`src/rtl/dbg_evt_pkg.sv`:
```
package dbg_evt_pkg;
  localparam int EV_N   = 5;
  localparam int B_HALT = 0;
  localparam int B_BKPT = 1;
  localparam int B_WPT  = 2;
  localparam int B_VC   = 3;
  localparam int B_EXT  = 4;

  typedef enum logic [1:0] {
    MODE_OFF  = 2'd0,
    MODE_MON  = 2'd1,
    MODE_HALT = 2'd2
  } dbg_mode_e;
endpackage

```
`src/rtl/dbg_evt_defer.sv`:
```
module dbg_evt_defer #(
  parameter int         N_EV  = 5,
  parameter logic [N_EV-1:0] DEFER = 5'b10001
) (
  input  logic            clk,
  input  logic            rst,
  input  logic [N_EV-1:0] ev_i,
  input  logic            bound_i,
  output logic [N_EV-1:0] eff_o
);
  logic [N_EV-1:0] pend_q;

  for (genvar k = 0; k < N_EV; k++) begin : g_ev
    if (DEFER[k]) begin : g_wait
      // held until the next instruction boundary
      always_ff @(posedge clk) begin
        if (rst)          pend_q[k] <= 1'b0;
        else if (bound_i) pend_q[k] <= 1'b0;
        else if (ev_i[k]) pend_q[k] <= 1'b1;
      end
      assign eff_o[k] = bound_i & (pend_q[k] | ev_i[k]);

      assert_defer_hold_R8: assert property (@(posedge clk) disable iff (rst)
        (pend_q[k] && !bound_i) |=> pend_q[k]);
      assert_defer_fire_R8: assert property (@(posedge clk) disable iff (rst)
        (eff_o[k]) |=> !pend_q[k]);
    end else begin : g_now
      assign pend_q[k] = 1'b0;
      assign eff_o[k]  = ev_i[k];
    end
  end
endmodule

```
`src/rtl/dbg_evt_classify.sv`:
```
module dbg_evt_classify
  import dbg_evt_pkg::*;
#(
  parameter int         N_EV  = 5,
  parameter logic [N_EV-1:0] FAULTS = 5'b01010
) (
  input  logic            halt_en_i,
  input  logic            mon_en_i,
  input  logic [N_EV-1:0] eff_i,
  output dbg_mode_e       mode_o,
  output logic [N_EV-1:0] catch_o
);
  always_comb begin
    if (halt_en_i)     mode_o = MODE_HALT;
    else if (mon_en_i) mode_o = MODE_MON;
    else               mode_o = MODE_OFF;
  end

  for (genvar k = 0; k < N_EV; k++) begin : g_cls
    if (FAULTS[k]) begin : g_fault
      assign catch_o[k] = eff_i[k];
    end else begin : g_drop
      assign catch_o[k] = eff_i[k] & (mode_o != MODE_OFF);
    end
  end
endmodule

```
`src/rtl/dbg_evt_status.sv`:
```
module dbg_evt_status #(
  parameter int N_EV   = 5,
  parameter int DATA_W = 32
) (
  input  logic              clk,
  input  logic              rst,
  input  logic [N_EV-1:0]   set_i,
  input  logic              wr_i,
  input  logic [DATA_W-1:0] wdata_i,
  output logic [N_EV-1:0]   flags_o,
  output logic              any_next_o,
  output logic [DATA_W-1:0] rdata_o
);
  localparam int PAD_W = DATA_W - N_EV;

  logic [N_EV-1:0] flags_q, flags_d, clr;

  assign clr        = wr_i ? wdata_i[N_EV-1:0] : '0;
  assign flags_d    = (flags_q & ~clr) | set_i;  // set wins
  assign any_next_o = |flags_d;

  always_ff @(posedge clk) begin
    if (rst) flags_q <= '0;
    else     flags_q <= flags_d;
  end

  assign flags_o = flags_q;
  assign rdata_o = {{PAD_W{1'b0}}, flags_q};

  for (genvar k = 0; k < N_EV; k++) begin : g_chk
    assert_set_wins_R3: assert property (@(posedge clk) disable iff (rst)
      set_i[k] |=> flags_o[k]);
    assert_w1c_R2: assert property (@(posedge clk) disable iff (rst)
      (wr_i && wdata_i[k] && !set_i[k]) |=> !flags_o[k]);
    assert_hold_R2: assert property (@(posedge clk) disable iff (rst)
      (flags_o[k] && !(wr_i && wdata_i[k])) |=> flags_o[k]);
  end
endmodule

```
`src/rtl/dbg_evt_action.sv`:
```
module dbg_evt_action
  import dbg_evt_pkg::*;
#(
  parameter int N_EV = 5
) (
  input  logic            clk,
  input  logic            rst,
  input  dbg_mode_e       mode_i,
  input  logic [N_EV-1:0] catch_i,
  input  logic            any_next_i,
  input  logic            mon_allowed_i,
  output logic            halt_o,
  output logic            mon_req_o,
  output logic            hf_o
);
  logic caught, mon_pend_q, issue;

  assign caught = |catch_i;
  assign issue  = mon_pend_q & mon_allowed_i;

  always_ff @(posedge clk) begin
    if (rst) begin
      halt_o     <= 1'b0;
      mon_pend_q <= 1'b0;
      mon_req_o  <= 1'b0;
      hf_o       <= 1'b0;
    end else begin
      halt_o    <= (mode_i == MODE_HALT) & any_next_i & (halt_o | caught);
      mon_req_o <= (mode_i == MODE_MON) & issue;
      hf_o      <= (mode_i == MODE_OFF) & caught;
      if (mode_i != MODE_MON) mon_pend_q <= 1'b0;
      else                    mon_pend_q <= (mon_pend_q & ~issue) | caught;
    end
  end

  assert_halt_cause_R5: assert property (@(posedge clk) disable iff (rst)
    $rose(halt_o) |-> $past(caught && mode_i == MODE_HALT));
  assert_halt_enter_R5: assert property (@(posedge clk) disable iff (rst)
    (caught && mode_i == MODE_HALT) |=> halt_o);
  assert_mon_gate_R6: assert property (@(posedge clk) disable iff (rst)
    mon_req_o |-> $past(mon_pend_q && mon_allowed_i));
  assert_mon_wait_R6: assert property (@(posedge clk) disable iff (rst)
    (mon_pend_q && !mon_allowed_i && mode_i == MODE_MON) |=> (mon_pend_q && !mon_req_o));
  assert_hf_mode_R7: assert property (@(posedge clk) disable iff (rst)
    hf_o |-> $past(mode_i == MODE_OFF));
endmodule

```
`src/rtl/dbg_evt_router.sv`:
```
module dbg_evt_router
  import dbg_evt_pkg::*;
#(
  parameter int              DATA_W = 32,
  parameter logic [EV_N-1:0] DEFER  = 5'b10001,
  parameter logic [EV_N-1:0] FAULTS = 5'b01010
) (
  input  logic              clk,
  input  logic              rst,
  input  logic              halt_en,
  input  logic              mon_en,
  input  logic              mon_allowed,
  input  logic              insn_bound,
  input  logic              ev_haltreq,
  input  logic              ev_bkpt,
  input  logic              ev_wpt,
  input  logic              ev_vcatch,
  input  logic              ev_ext,
  input  logic              reg_wr,
  input  logic [DATA_W-1:0] reg_wdata,
  output logic [DATA_W-1:0] reg_rdata,
  output logic              halt_o,
  output logic              mon_req_o,
  output logic              hf_dbgevt_o
);
  logic [EV_N-1:0] ev_vec, eff, catch_v, flags;
  logic            any_next;
  dbg_mode_e       mode;

  always_comb begin
    ev_vec         = '0;
    ev_vec[B_HALT] = ev_haltreq;
    ev_vec[B_BKPT] = ev_bkpt;
    ev_vec[B_WPT]  = ev_wpt;
    ev_vec[B_VC]   = ev_vcatch;
    ev_vec[B_EXT]  = ev_ext;
  end

  dbg_evt_defer #(.N_EV(EV_N), .DEFER(DEFER)) u_defer (
    .clk(clk), .rst(rst), .ev_i(ev_vec), .bound_i(insn_bound), .eff_o(eff)
  );

  dbg_evt_classify #(.N_EV(EV_N), .FAULTS(FAULTS)) u_cls (
    .halt_en_i(halt_en), .mon_en_i(mon_en), .eff_i(eff),
    .mode_o(mode), .catch_o(catch_v)
  );

  dbg_evt_status #(.N_EV(EV_N), .DATA_W(DATA_W)) u_stat (
    .clk(clk), .rst(rst), .set_i(catch_v), .wr_i(reg_wr), .wdata_i(reg_wdata),
    .flags_o(flags), .any_next_o(any_next), .rdata_o(reg_rdata)
  );

  dbg_evt_action #(.N_EV(EV_N)) u_act (
    .clk(clk), .rst(rst), .mode_i(mode), .catch_i(catch_v),
    .any_next_i(any_next), .mon_allowed_i(mon_allowed),
    .halt_o(halt_o), .mon_req_o(mon_req_o), .hf_o(hf_dbgevt_o)
  );

  assert_reserved_R1: assert property (@(posedge clk) disable iff (rst)
    reg_rdata[DATA_W-1:EV_N] == '0);
  assert_drop_R4: assert property (@(posedge clk) disable iff (rst)
    (!halt_en && !mon_en && ev_wpt && !flags[B_WPT]) |=> !flags[B_WPT]);
  assert_halt_flags_R5: assert property (@(posedge clk) disable iff (rst)
    halt_o |-> (flags != '0));
endmodule

```
`config.mk`:
```
export PLATFORM = sky130hd
export DESIGN_NAME = dbg_evt_router
export DESIGN_NICKNAME = d
export VERILOG_FILES = /design/src/rtl/dbg_evt_pkg.sv /design/src/rtl/dbg_evt_defer.sv /design/src/rtl/dbg_evt_classify.sv /design/src/rtl/dbg_evt_status.sv /design/src/rtl/dbg_evt_action.sv /design/src/rtl/dbg_evt_router.sv
export SDC_FILE = /design/constraint.sdc
export NUM_CORES = 1
export LEC_CHECK = 0
export ABC_AREA = 1
export ABC_CLOCK_PERIOD_IN_PS = 1000
export BUFFER_PORTS_ARGS = -buffer_cell sky130_fd_sc_hd__buf_4
export CAP_MARGIN = 20
export CORE_AREA = 2 2 53 55
export CTS_CLUSTER_SIZE = 40
export DETAILED_ROUTE_END_ITERATION = 12
export DIE_AREA = 0 0 55 57
export PLACE_DENSITY = 0.72
export SYNTH_ARGS = -nofsm -noshare
export SYNTH_HDL_FRONTEND = slang
export SYNTH_HIERARCHICAL = 1
export SYNTH_SLANG_ARGS = --single-unit
```
`constraint.sdc`:
```
create_clock -name clk -period 1 [get_ports clk]
set_input_delay 0.2 -clock clk [delete_from_list [all_inputs] [get_ports clk]]
set_output_delay 0.2 -clock clk [all_outputs]
set_load 0.02 [all_outputs]
```
==> Word level (Yosys, flattened, before mapping) <==
Cells that the tools add are included.
{ "totals": {"input_bits": 44, "output_inout_bits": 35, "ff_bits": 11, "elab_cells": 38} }
{ "op_classes": {"eq_ne": 3, "n_mux": 3, "reduce_logical": 6, "bitwise_logic": 19} }
{ "op_table": {"columns": ["cell", "count"], "rows": [
  ["1-bit bitwise AND", 11],
  ["5-bit OR reduction", 2],
  ["5-bit bitwise AND", 1],
  ["5-bit two-way mux", 1],
  ["5-bit inverter", 1],
  ["5-bit OR", 1],
  ["1-bit OR", 4],
  ["2-bit OR reduction", 2],
  ["2-bit by 1-bit equality test with 1-bit output, second input constant", 1],
  ["2-bit equality test, second input constant", 1],
  ["2-bit zero test", 1],
  ["2-bit two-way mux", 1],
  ["2-bit by 1-bit != test with 1-bit output, second input constant", 1],
  ["2-bit nonzero test", 1],
  ["1-bit two-way mux", 1],
  ["1-bit inverter", 1]
]} }

==> Logic depth before layout (Yosys ltp) <==
{ "depth": {"depth_word": 8, "depth_mapped": 10, "mapped_depth_nobuf": 10} }

==> Hierarchy <==
Netlist, hierarchy kept.
{ "modules_own_cells": {"columns": ["module", "instances", "seq_area_each_um2", "cells_each", "area_each_um2"], "rows": [
  ["dbg_evt_status", 1, 100.1, 64, 449.2],
  ["dbg_evt_action", 1, 80.1, 22, 161.4],
  ["dbg_evt_defer", 1, 40.0, 14, 98.8],
  ["dbg_evt_classify", 1, 0.0, 12, 58.8]
]} }

==> Worst setup path before layout <==
Ideal clock, no wire load.
{ "synth_path": {"path_kind": "reg-to-reg", "from": "reg u_defer.pend_q[0]", "to": "reg u_act.halt_o", "arrival_time_ps": 873, "path_stages_with_launch": 11, "t_required_ps": 888, "setup_slack_ps": 15, "setup_ps": 112, "n_path_buf": 0, "synth_period_minus_slack_ps": 985, "path_cell_list": "dfxtp_1 > nor2_1 > nor2_1 > inv_1 > nor2_1 > inv_1 > nand2_1 > nor2_1 > nand3_1 > nand3_1 > nor2_1"} }
{ "synth_between": {"elab_chain_len": 7, "elab_cells_between_ends": 9, "classes_between": "bitwise: 7; reduce/logical: 2"} }
{ "synth_lines": {"columns": ["element", "line", "text"], "rows": [
  ["start, declared", "dbg_evt_defer.sv:11", "logic [N_EV-1:0] pend_q;"],
  ["start signal, assigned by index", "dbg_evt_defer.sv:17", "if (rst) pend_q[k] <= 1'b0;"],
  ["start signal, assigned by index", "dbg_evt_defer.sv:18", "else if (bound_i) pend_q[k] <= 1'b0;"],
  ["start signal, assigned by index", "dbg_evt_defer.sv:19", "else if (ev_i[k]) pend_q[k] <= 1'b1;"],
  ["1-bit OR", "dbg_evt_defer.sv:21", "assign eff_o[k] = bound_i & (pend_q[k] | ev_i[k]);"],
  ["1-bit bitwise AND", "dbg_evt_defer.sv:21", null],
  ["net eff[0]", "dbg_evt_router.sv:26", "logic [EV_N-1:0] ev_vec, eff, catch_v, flags;"],
  ["1-bit bitwise AND", "dbg_evt_classify.sv:23", "assign catch_o[k] = eff_i[k] & (mode_o != MODE_OFF);"],
  ["net catch_v[0]", "dbg_evt_router.sv:26", null],
  ["5-bit OR", "dbg_evt_status.sv:19", "assign flags_d = (flags_q & ~clr) | set_i;"],
  ["5-bit OR reduction", "dbg_evt_status.sv:20", "assign any_next_o = |flags_d;"],
  ["net any_next", "dbg_evt_router.sv:27", "logic any_next;"],
  ["1-bit bitwise AND (2 in a row)", "dbg_evt_action.sv:28", "halt_o <= (mode_i == MODE_HALT) & any_next_i & (halt_o | caught);"],
  ["end signal, assigned", "dbg_evt_action.sv:28", null],
  ["end, declared", "dbg_evt_action.sv:12", "output logic halt_o,"]
]} }
The timed path passes the listed nets, and every way through them passes these cells.
A chain may end at the register's enable or synchronous reset.

==> Worst setup path after layout <==
Ends and elaborated chain as after synthesis.

==> metrics <==
total grt overflow=0; R2R Setup Slk=-120 ps; Adder-Cell Fraction of Synth Area=0%; Core ar.=0.00262 mm2; number of DRC violations after detailed routing=0; power density of the placed cells=1200 mW/mm2; total chip power=1.09 mW; Gate Count Post-Synth=around 110; Max VDD drop=between 0.6 and 0.7 mV; number of buffers added to fix hold violations after cts=0; Avg Inst Size Synth=6.86 um2; via total after detailed routing=603; Synth Area in Compound Gates=3.26%; cell area after placement=~840 um2; count of input and output buffers=24; Worst Path Arrival=1280 ps; run status=finished, violations left; Storage cell area=221 um2; critical path launch point type=flip-flop; setup TNS after final layout=-235 ps; critical path data required time=1160 ps; fin crit period=roughly 1100 ps; overall die area=between 0.003 and 0.004 mm2; Critical Path Fanout Max=2; share of final-layout standard cells stronger than drive strength 1=33.3%; worst hold start=rst; Fmax=0.896 GHz; met3 WL post-DR=148 um; YS warnings=6; xor and xnor fraction of the mapped netlist area=0%; core utilization of the finished layout=34.8%; total number of clock tree sinks=11; H-tree level count=1; crit share post-route=112%; setup repair after global routing missed its margin=true; post-CTS clock slew at the launch and capture registers of the worst setup and hold paths=70 ps; worst hold slack across all endpoints=169 ps; share of the yosys chip area belonging to registers=28.7%; global-route usage over all layers=7.53%; CTS Buffer Depth=2; antenna violations before repair=0; capture instance of the worst register-to-register path=u_act/halt_o; WHS Path Cells=2; end point of the most critical hold path=u_stat/flags_o[1]; synthesis-to-finish area growth=18.4%; post-route met1 wirelength=roughly 500 um; vias in the first global route=approximately 440; series of cell instances along the critical path=nor2_2, nor2_1, inv_1, nor2_2, inv_2, nand2_1, nor2_1, nand3_1, nand3_1, nor2_1; Final Routed Wirelength=1230 um; placed wire-length estimate after detailed placement=990 um; multiplexer area fraction after synthesis=0%; Buffers & Inverters on Critical Path=2; wire length of the first global-routing pass=1630 um; horizontal die dimension=55 um; top layer reached by signal wires=met3; violations in the final reports=negative setup slack; clock tree from TritonCTS=yes; Root Buffer Master=sky130_fd_sc_hd__clkbuf_4; final-report max-slew violation count=0; number of DRC violations after detailed-routing iteration 0=4; final standard cell count with taps included and fillers excluded=roughly 170; type of destination of the critical path=flip-flop; placed cell count=~160; Vias per Instance=~3.6; worst r2r src=u_defer/pend_q[0]; final hold violations=0; starting density of the core=~29%; post-synthesis instance area=768 um2; wire length per cell after detailed routing=7.28 um; Leakage Power=0.524 nW; number of setup violations in the final report=3; maximum number of pins on one net before global-route repair=10; Worst Clk Skew=2.84 ps; number of flip-flops and latches in the synthesized netlist=11; basic-gate share of the synthesized area counting and, or, nand and nor cells=24.1%; # nets final=around 180; IO Count=around 80; Final ANT Viol Nets=0; number of max-capacitance violations reported=0; post-layout worst setup margin=-115 ps; class of the worst hold path=primary input to flip-flop; most repeated library cell on the critical path=sky130_fd_sc_hd__nor2_1; dominant combinational cell family by area after synthesis=buffers and inverters; largest incremental delay on the critical path=between 300 and 400 ps; critical path start-end classification=flip-flop to flip-flop; first-pass iteration count of the detailed router=3; area used by multi-input combinational logic=319 um2; gp weighted congestion=0.702; Antenna diodes=0; cell class contributing the biggest share of worst-path delay=simple AND/OR/NAND/NOR gates; length of routed met2 wiring=589 um; Synth cell types=13; Filler Cell Count=283; clock latency at the later pin of the worst-skew pair=260 ps; clock buffers created by TritonCTS=3; standard-cell rows=19; pre-CTS WS=-108 ps; number of cells on the worst reg-to-reg path=10; Critical-path top delay cell=sky130_fd_sc_hd__dfxtp_2; vertical extent of the die=57 um; post-route design area=910 um2
[cell usage after synthesis]
library cell	instances	area, um2
sky130_fd_sc_hd__conb_1	1	3.75
sky130_fd_sc_hd__nor2_2	1	6.26
sky130_fd_sc_hd__nand3_1	4	20.0
sky130_fd_sc_hd__buf_4	38	285
sky130_fd_sc_hd__nand2_1	17	63.8
sky130_fd_sc_hd__nand2_2	1	6.26
sky130_fd_sc_hd__inv_2	1	3.75
sky130_fd_sc_hd__inv_1	12	45.0
sky130_fd_sc_hd__nor2_1	19	71.3
sky130_fd_sc_hd__nor3_1	1	5.00
sky130_fd_sc_hd__a21oi_1	5	25.0
sky130_fd_sc_hd__dfxtp_1	11	220
sky130_fd_sc_hd__nor3b_2	1	12.5
[sequential cells by signal (all words and copies together) (netlist names)]
register	count
u_stat/flags_o	5
u_act/mon_pend_q	1
u_act/mon_req_o	1
u_act/halt_o	1
u_defer/pend_q	2
u_act/hf_o	1
[routing by layer]
layer  GRT usage, %  up-vias
met5              0        -
met4           2.09        0
met3           5.50        0
met2           12.1       33
met1           7.65      247
li1               -      323
[repair_timing]
item,4_1_cts,5_1_grt
pin swaps,5,5
setup buffers,2,2
endpoints found under the setup margin,3,4
resized for setup,1,4
[cell usage in the layout (no fill, tap or decap)]
cell	count
sky130_fd_sc_hd__nand2_1	17
sky130_fd_sc_hd__nor3_1	1
sky130_fd_sc_hd__a21oi_1	5
sky130_fd_sc_hd__nand2_2	1
sky130_fd_sc_hd__nand3_1	4
sky130_fd_sc_hd__conb_1	27
sky130_fd_sc_hd__nor3b_2	1
sky130_fd_sc_hd__nor2_1	16
sky130_fd_sc_hd__clkbuf_1	1
sky130_fd_sc_hd__dfxtp_2	1
sky130_fd_sc_hd__buf_4	34
sky130_fd_sc_hd__clkbuf_4	3
sky130_fd_sc_hd__inv_2	2
sky130_fd_sc_hd__dfxtp_1	10
sky130_fd_sc_hd__inv_1	11
sky130_fd_sc_hd__nor2_2	4
[worst max-delay path by stage]
stage	cells past startpoint	start	end	slack, ps
after CTS	10	u_defer/pend_q[0]	u_act/halt_o	-100
after global placement	9	ev_ext	u_act/halt_o	-110
final	10	u_defer/pend_q[0]	u_act/halt_o	-120
after global routing	10	u_defer/pend_q[0]	u_act/halt_o	-210
after floorplan	10	u_defer/pend_q[0]	u_act/halt_o	10
after detailed placement	9	mon_en	u_act/halt_o	-110
[area by class of cell]
class                           count  share of cell area (%)
Sequential cell                    11                    24.3
Clock buffer                        4                    2.89
Timing Repair Buffer               34                    28.1
Tap cell                           31                    4.26
Multi-Input combinational cell     76                    35.1
Inverter                           13                    5.36
[power by group]
group	switching, mW	leakage (nW)	total (mW)	internal, mW
Sequential	0.0102	0.0911	0.473	0.463
Clock	0.138	0.0150	0.293	0.154
Combinational	0.198	0.417	0.322	0.124
Total	0.347	0.524	1.09	0.741
[cell families (layout without fill, tap and decap cells)]
logic type,after synthesis,count (layout)
compound gates,5,5
simple gates,44,44
other cells,1,27
buf+inv,51,51
flops,11,11
Note: power is estimated with default switching activity, not from simulation.
